File: src/rtl/cal_pkg.sv
package cal_pkg;
  typedef enum logic [1:0] {
    PH_IDLE = 2'd0,
    PH_DAC  = 2'd1,
    PH_GAIN = 2'd2,
    PH_OFF  = 2'd3
  } phase_e;

  typedef enum logic [1:0] {
    CT_FULL     = 2'd0,
    CT_GAIN_OFF = 2'd1,
    CT_OFF      = 2'd2,
    CT_GAIN     = 2'd3
  } ctype_e;

  // which phases a command runs, and whether it halts before the offset phase
  typedef struct packed {
    logic dac;
    logic gain;
    logic off;
    logic pause;
  } plan_t;
endpackage

File: src/rtl/cal_plan_decode.sv
module cal_plan_decode
  import cal_pkg::*;
(
  input  logic [1:0] cal_type,
  input  logic       sys_mode,
  output plan_t      plan
);
  always_comb begin
    plan = '0;
    unique case (ctype_e'(cal_type))
      CT_FULL:     plan = '{dac: 1'b1, gain: 1'b1, off: 1'b1, pause: sys_mode};
      CT_GAIN_OFF: plan = '{dac: 1'b0, gain: 1'b1, off: 1'b1, pause: sys_mode};
      CT_OFF:      plan = '{dac: 1'b0, gain: 1'b0, off: 1'b1, pause: 1'b0};
      CT_GAIN:     plan = '{dac: 1'b0, gain: 1'b1, off: 1'b0, pause: 1'b0};
      default:     plan = '0;
    endcase
  end
endmodule

File: src/rtl/cal_phase_timer.sv
module cal_phase_timer #(
  parameter int W = 17
) (
  input  logic         clk,
  input  logic         rst_n,
  input  logic         load,
  input  logic [W-1:0] load_val,
  output logic         last
);
  logic [W-1:0] cnt_q, cnt_d;
  logic         cnt_en;

  assign cnt_en = load | (cnt_q != '0);

  always_comb begin
    cnt_d = cnt_q;
    if (load)             cnt_d = load_val;
    else if (cnt_q != '0) cnt_d = cnt_q - 1'b1;
  end

  always_ff @(posedge clk or negedge rst_n) begin
    if (!rst_n)      cnt_q <= '0;
    else if (cnt_en) cnt_q <= cnt_d;
  end

  assign last = (cnt_q == '0);
endmodule

File: src/rtl/cal_sequencer.sv
module cal_sequencer
  import cal_pkg::*;
#(
  parameter int DAC_CYC  = 97240,
  parameter int GAIN_CYC = 13880,
  parameter int OFF_CYC  = 13880
) (
  input  logic       clk,
  input  logic       rst_n,
  input  logic       wr_stb,
  input  logic       wr_cal,
  input  logic       wr_conv,
  input  logic       wr_sys,
  input  logic [1:0] wr_type,
  input  logic       ext_start,
  output logic       busy,
  output logic [1:0] phase,
  output logic       done
);
  localparam int MAXLEN = (DAC_CYC > GAIN_CYC) ?
                          ((DAC_CYC > OFF_CYC) ? DAC_CYC : OFF_CYC) :
                          ((GAIN_CYC > OFF_CYC) ? GAIN_CYC : OFF_CYC);
  localparam int CW = $clog2(MAXLEN + 1);

  phase_e       phase_q, phase_d;
  plan_t        plan_q, plan_d, dec_plan;
  logic         wait_q, wait_d;
  logic         done_q, done_d;
  logic         load, tmr_last;
  logic [CW-1:0] load_val;
  logic         start_cmd, trig;

  cal_plan_decode u_dec (
    .cal_type (wr_type),
    .sys_mode (wr_sys),
    .plan     (dec_plan)
  );

  cal_phase_timer #(.W(CW)) u_tmr (
    .clk      (clk),
    .rst_n    (rst_n),
    .load     (load),
    .load_val (load_val),
    .last     (tmr_last)
  );

  function automatic phase_e first_phase(input plan_t p);
    if (p.dac)       return PH_DAC;
    else if (p.gain) return PH_GAIN;
    else             return PH_OFF;
  endfunction

  function automatic logic [CW-1:0] phase_len_m1(input phase_e ph);
    case (ph)
      PH_DAC:  return CW'(DAC_CYC - 1);
      PH_GAIN: return CW'(GAIN_CYC - 1);
      default: return CW'(OFF_CYC - 1);
    endcase
  endfunction

  assign start_cmd = wr_stb & wr_cal & (phase_q == PH_IDLE);
  assign trig      = wait_q & (phase_q == PH_IDLE) &
                     ((wr_stb & wr_conv & ~wr_cal) | ext_start);

  always_comb begin
    phase_d = phase_q;
    plan_d  = plan_q;
    wait_d  = wait_q;
    done_d  = 1'b0;
    load    = 1'b0;
    if (phase_q == PH_IDLE) begin
      if (start_cmd) begin
        plan_d  = dec_plan;
        phase_d = first_phase(dec_plan);
        wait_d  = 1'b0;
        load    = 1'b1;
      end else if (trig) begin
        phase_d = PH_OFF;
        wait_d  = 1'b0;
        load    = 1'b1;
      end
    end else if (tmr_last) begin
      unique case (phase_q)
        PH_DAC: begin
          phase_d = PH_GAIN;
          load    = 1'b1;
        end
        PH_GAIN: begin
          if (plan_q.off && plan_q.pause) begin
            phase_d = PH_IDLE;
            wait_d  = 1'b1;
          end else if (plan_q.off) begin
            phase_d = PH_OFF;
            load    = 1'b1;
          end else begin
            phase_d = PH_IDLE;
            done_d  = 1'b1;
          end
        end
        default: begin
          phase_d = PH_IDLE;
          done_d  = 1'b1;
        end
      endcase
    end
  end

  assign load_val = phase_len_m1(phase_d);

  always_ff @(posedge clk or negedge rst_n) begin
    if (!rst_n) begin
      phase_q <= PH_IDLE;
      plan_q  <= '0;
      wait_q  <= 1'b0;
      done_q  <= 1'b0;
    end else begin
      phase_q <= phase_d;
      plan_q  <= plan_d;
      wait_q  <= wait_d;
      done_q  <= done_d;
    end
  end

  assign busy  = (phase_q != PH_IDLE);
  assign phase = phase_q;
  assign done  = done_q;
endmodule

File: config.mk
export PLATFORM = sky130hd
export DESIGN_NAME = cal_sequencer
export DESIGN_NICKNAME = d
export VERILOG_FILES = /design/src/rtl/cal_pkg.sv /design/src/rtl/cal_plan_decode.sv /design/src/rtl/cal_phase_timer.sv /design/src/rtl/cal_sequencer.sv
export SDC_FILE = /design/constraint.sdc
export NUM_CORES = 1
export LEC_CHECK = 0
export BUFFER_PORTS_ARGS = -buffer_cell sky130_fd_sc_hd__buf_4
export CAP_MARGIN = 20
export CORE_MARGIN = 2
export CORE_UTILIZATION = 45
export DETAILED_ROUTE_END_ITERATION = 10
export GPL_TIMING_DRIVEN = 0
export PLACE_DENSITY = 0.7
export SLEW_MARGIN = 20
export SYNTH_ARGS = -nofsm -noshare
export SYNTH_HDL_FRONTEND = slang
export SYNTH_HIERARCHICAL = 1
export SYNTH_SLANG_ARGS = --single-unit
File: constraint.sdc
create_clock -name clk -period 3.7 [get_ports clk]
set_clock_uncertainty 0.1 [all_clocks]
set_input_delay 0.74 -clock clk [delete_from_list [all_inputs] [get_ports clk]]
set_output_delay 0.74 -clock clk [all_outputs]
set_load 0.005 [all_outputs]
## After elaboration in Yosys (flattened, before gate mapping)

Cells that the tools add are included.

- Add/subtract/negate cells: 1
- Eq/ne operators: 7
- Bitwise operators: 9
- Mux-type cells: 31
- Reductions and logical operators: 13

Operators with widths:

| operator | count |
|---|---|
| 2-to-1 mux 17 bit | 3 |
| logical NOT 17 bit | 1 |
| 2-to-1 mux 1 bit | 17 |
| nonzero test 17 bit | 1 |
| subtractor 17 x 1 -> 17 bit, second input constant | 1 |
| one-hot mux 4 bit (4 select lines) | 1 |
| 2-to-1 mux 2 bit | 7 |
| nonzero test 2 bit | 5 |
| bitwise AND 1 bit | 6 |
| == test 2 x 1 -> 1 bit, second input constant | 3 |
| == test 2 bit, second input constant | 3 |
| logical NOT 2 bit | 2 |
| one-hot mux 1 bit (2 select lines) | 2 |
| one-hot mux 2 bit (2 select lines) | 1 |
| AND reduction 2 bit | 2 |
| AND reduction 4 bit | 1 |
| inequality test 3 bit, second input constant | 1 |
| bitwise OR 1 bit | 2 |
| logical AND 1 bit | 1 |
| NOT 1 bit | 1 |

- Word-level logic and storage cells: 67
- Output and inout port bits: 4
- Bits of input ports: 9
- Register bits after elaboration: 23

## Longest topological paths before layout

- Depth in word-level cells: 10
- Gate-level depth with buffers: 12
- Depth with buffers taken out: 12

## By module

The synthesis kept the hierarchy.

By module, submodules not included:

| module | instances | area an instance (sq um) | cells each | seq. area each (sq um) |
|---|---|---|---|---|
| cal_phase_timer | 1 | 1051.0 | 107 | 425.4 |
| cal_sequencer | 1 | 405.4 | 38 | 150.1 |
| cal_plan_decode | 1 | 22.5 | 4 | 0.0 |

## Least setup slack after synthesis

OpenSTA, ideal clock, no wires.

- Path kind: reg-to-reg
- From: register u_tmr.cnt_q[0]
- To: register u_tmr.cnt_q[12]
- Data required time: 3.464 ns
- Clock period less this slack: 2.647 ns
- Path slack: 1.053 ns
- Cell stages (with the launch flop): 11
- Path buffers: 2
- Data arrival time: 2.411 ns
- Library setup time: 0.136 ns
- Cells stage by stage: dfrtp_1 inv_1 ha_1 nor2b_1 nand4_4 nor2_4 o2111ai_2 nand2_1 buf_1 clkbuf_1 o21ai_0

- Word-level cells in the longest chain between the ends: 5
- Elaborated cells between the ends (all ways): 10
- Classes of those cells: 1 x add/sub; 4 x mux; 1 x bitwise; 4 x reduce/logical

RTL lines:

| item | RTL line | RTL |
|---|---|---|
| start: declaration | cal_phase_timer.sv:10 | `logic [W-1:0] cnt_q, cnt_d;` |
| start signal: assignment | cal_phase_timer.sv:23 | `else if (cnt_en) cnt_q <= cnt_d;` |
| logical NOT 17 bit * | cal_phase_timer.sv:26 | `assign last = (cnt_q == '0);` |
| net tmr_last | cal_sequencer.sv:29 | `logic load, tmr_last;` |
| 2-to-1 mux 1 bit * | cal_sequencer.sv:82 | `end else if (tmr_last) begin` |
| 2-to-1 mux 1 bit * | cal_sequencer.sv:71 | `if (phase_q == PH_IDLE) begin` |
| net load | cal_sequencer.sv:29 |  |
| nonzero test 2 bit (no line) / bitwise OR 1 bit (equally long branches) | n/a |  |
| AND reduction 2 bit (no line) | n/a |  |

Mark *: on every way through the listed nets, which the timed path passes. The rest lies on a longest branch. The select of a mux whose other input is x is not followed.
A chain may end at the register's enable or synchronous reset.

## Worst setup path after layout

- From: register u_tmr.cnt_q[0]
- To: register u_tmr.cnt_q[16]

Same word-level chain as after synthesis.

==> impl_metrics.tcl <==
set metrics [dict create \
    status "complete, no violations" \
    startpoint_type "flip-flop" \
    ys_seq_area_share_pct 38.9 \
    cp-end-kind "flip-flop" \
    maxCapViolations 0 \
    dieArea_um2 3760 \
    leakage_nw 0.706 \
    vias 1135 \
    cp_max_fo 10 \
    whs_ns 0.197 \
    coreArea_um2 3080 \
    grt_max_degree 24 \
    timing.fmax_mhz 318 \
    p_total_mw 0.783 \
    rsz0062_at_grt "false" \
    tightestPinTransition_ns 0.793 \
    wl_per_cell_um 13.1 \
    fin_nets 186 \
    ioPinCount 13 \
    drive_gt1_share_pct 18.6 \
    clock_sinks 23 \
    grt_pass1_vias 1061 \
    clkSlewWorstSetupHoldPaths_ns 0.13 \
    clock_latency_ns 0.31 \
    overflow 0 \
    syn_inst 149 \
    drtIter0Drc 82 \
    syn_to_final_growth_pct 13.5 \
    finalMaxSlewViolations 0 \
    dp_hpwl_mm 2.15 \
    ir_worst_vdd_mv 0.212 \
    cts_buffers 3 \
    p_per_area_nw_per_um2 467 \
    finalCriticalPeriod_ns 3.14 \
    syn_area_um2 1480 \
    antenna_found_initial 0 \
    async_flop_share_pct 100 \
    crit_type "flip-flop to flip-flop" \
    n_antenna_cell 0 \
    finalSetupViolCount 0 \
    track_usage_pct 17.0 \
    detail-route-antenna-nets 0 \
    syn_area_per_cell_um2 9.93 \
    start_util_pct 48.0 \
    synth.distinct_cells 48 \
    chipHeight_um 61.3 \
    hold_buffers 0 \
    finalCritPeriodShare_pct 84.9 \
    hold_path.class "input port to asynchronous set/reset pin" \
    cts_tree "done" \
    drtPass1Iterations 4 \
    htreeDepth 1 \
    ctsResizeCount 0 \
    cp.arrival_ns 3.27 \
    drt-vias-per-instance 5.25 \
    yosysWarnings 6 \
    num_rows 20 \
    synth_edf_count 0 \
    root_buffer "clkbuf_4" \
    n_fill_cell 292 \
    dieWidth_um 61.3 \
    slew_headroom_pct 46.7 \
    drc 0 \
    clk_path_buf_depth 2 \
    drt_wl_total_mm 2.83 \
    io_buffers 12 \
    gp_congestion 0.770 \
    post_cts_buffers 0 \
    ys_seq_elements 23 \
    synth_ff_type "dfrtp_1" \
    finalHoldViolations 0 \
    grt_pass1_wl_mm 4.69 \
    finalSetupTns_ns 0 \
    cp.required_ns 3.83 \
]
==> synthesized netlist by cell type (2+ instances only) <==
library cell / instances / share of area, %
conb_1: 2 / 0.51
nor3_1: 3 / 1.0
nand3_1: 5 / 1.7
o21ai_0: 3 / 1.0
dfrtp_1: 23 / 39
inv_1: 9 / 2.3
nor3_4: 2 / 2.2
o21ai_1: 2 / 0.68
nor2b_1: 4 / 1.7
nand4_1: 3 / 1.3
clkbuf_1: 2 / 0.51
nor3b_1: 2 / 1.0
ha_1: 4 / 3.4
nand2_1: 11 / 2.8
mux2i_1: 5 / 3.4
a21oi_1: 4 / 1.4
nand2b_1: 3 / 1.3
o31ai_1: 4 / 2.0
xnor2_1: 8 / 4.7
mux2_2: 2 / 1.5
nand4b_1: 2 / 1.2
nor2_1: 13 / 3.3
o21a_1: 4 / 2.0
xor2_1: 5 / 3.0
==> power breakdown <==
group	switching, mW	leakage, nW	internal (mW)
Sequential	0.0937	0.284	0.318
Clock	0.0757	0.0177	0.0404
Combinational	0.129	0.404	0.127
Total	0.299	0.706	0.484
==> through the flow <==
step	cells	util (%)	cell area (µm²)	setup WS, ns
after global routing	216	54.5	1680	0.228
after floorplan	156	-	1510	1.05
after global placement	212	53.6	1650	0.640
after detailed placement	212	53.6	1650	0.562
final	216	54.5	1680	0.559
after CTS	216	54.5	1680	0.526
==> registers in the layout, summed over array words and instances, names as in the netlist <==
name and cells:
wait_q 1, u_tmr/cnt_q 17, phase 2, plan_q 2, done 1
==> layer usage <==
metal / global-route usage [%] / up-vias / part of all wire (%)
met5: 0 / - / 0
met4: 6.52 / 0 / 0.96
met3: 2.52 / 4 / 3.6
met2: 26.4 / 25 / 48
met1: 23.9 / 545 / 47
li1: - / 561 / -
==> critical path: stages (launching register included) <==
cell and delay (ns):
dfrtp_1 0.40, inv_1 0.09, ha_1 0.21, nor2b_1 0.34
nand4_4 0.21, nor2_4 0.24, o2111ai_2 0.20, nand2_1 0.21
buf_1 0.47, clkbuf_1 0.38, nand2_1 0.10, o21ai_0 0.11
==> cells by family (layout without fill, tap and decap cells) <==
| kind of cell | Yosys count | after routing | share of synthesized area, % |
|---|---|---|---|
| and+or+nand+nor | 62 | 62 | 27.1 |
| AOI/OAI and AO/OA | 25 | 25 | 13.7 |
| DFF | 23 | 23 | 38.9 |
| xor gates and xnor gates | 13 | 13 | 7.70 |
| buffers and inverters | 12 | 28 | 3.05 |
| muxes | 8 | 8 | 5.67 |
| adders and majority gates | 4 | 4 | 3.38 |
| other | 2 | 9 | 0.508 |
==> final cells by class <==
type                       instances  area [µm²]  share of cell area, %
multi-input combinational        121         885                   52.7
sequential                        23         576                   34.3
timing repair buffer              12        90.1                   5.37
tap                               44        55.1                   3.28
inverter                           9        33.8                   2.01
clock buffer                       3        22.5                   1.34
buffer                             3        11.3                  0.671
clock inverter                     1        5.00                  0.298
==> cells in the final DEF (no fill, tap or decap), drive strengths merged, types with 5 or more instances in the layout <==
cell	netlist	layout
nand2	11	11
o21ai	6	6
clkbuf	2	5
xor2	5	5
nor2	15	15
nor3	6	6
dfrtp	23	23
mux2i	5	5
nand3	5	5
inv	9	9
xnor2	8	8
nor2b	5	5
conb	2	9
buf	1	13
==> final timing paths <==
path | from | to | slack [ns] | cells past startpoint
min in group clk | plan_q[1]$_DFFE_PN0P_ | done$_DFF_PN0_ | 0.43 | 1
max in group asynchronous | rst_n | u_tmr/cnt_q[2]$_DFFE_PN0P_ | 3.08 | 1
hold reg to reg | plan_q[1]$_DFFE_PN0P_ | done$_DFF_PN0_ | 0.43 | 1
setup reg to reg | u_tmr/cnt_q[0]$_DFFE_PN0P_ | u_tmr/cnt_q[16]$_DFFE_PN0P_ | 0.56 | 11
hold / removal | rst_n | u_tmr/cnt_q[9]$_DFFE_PN0P_ | 0.20 | 1
setup / recovery | u_tmr/cnt_q[0]$_DFFE_PN0P_ | u_tmr/cnt_q[16]$_DFFE_PN0P_ | 0.56 | 11
(Power assumes the default switching activity.)
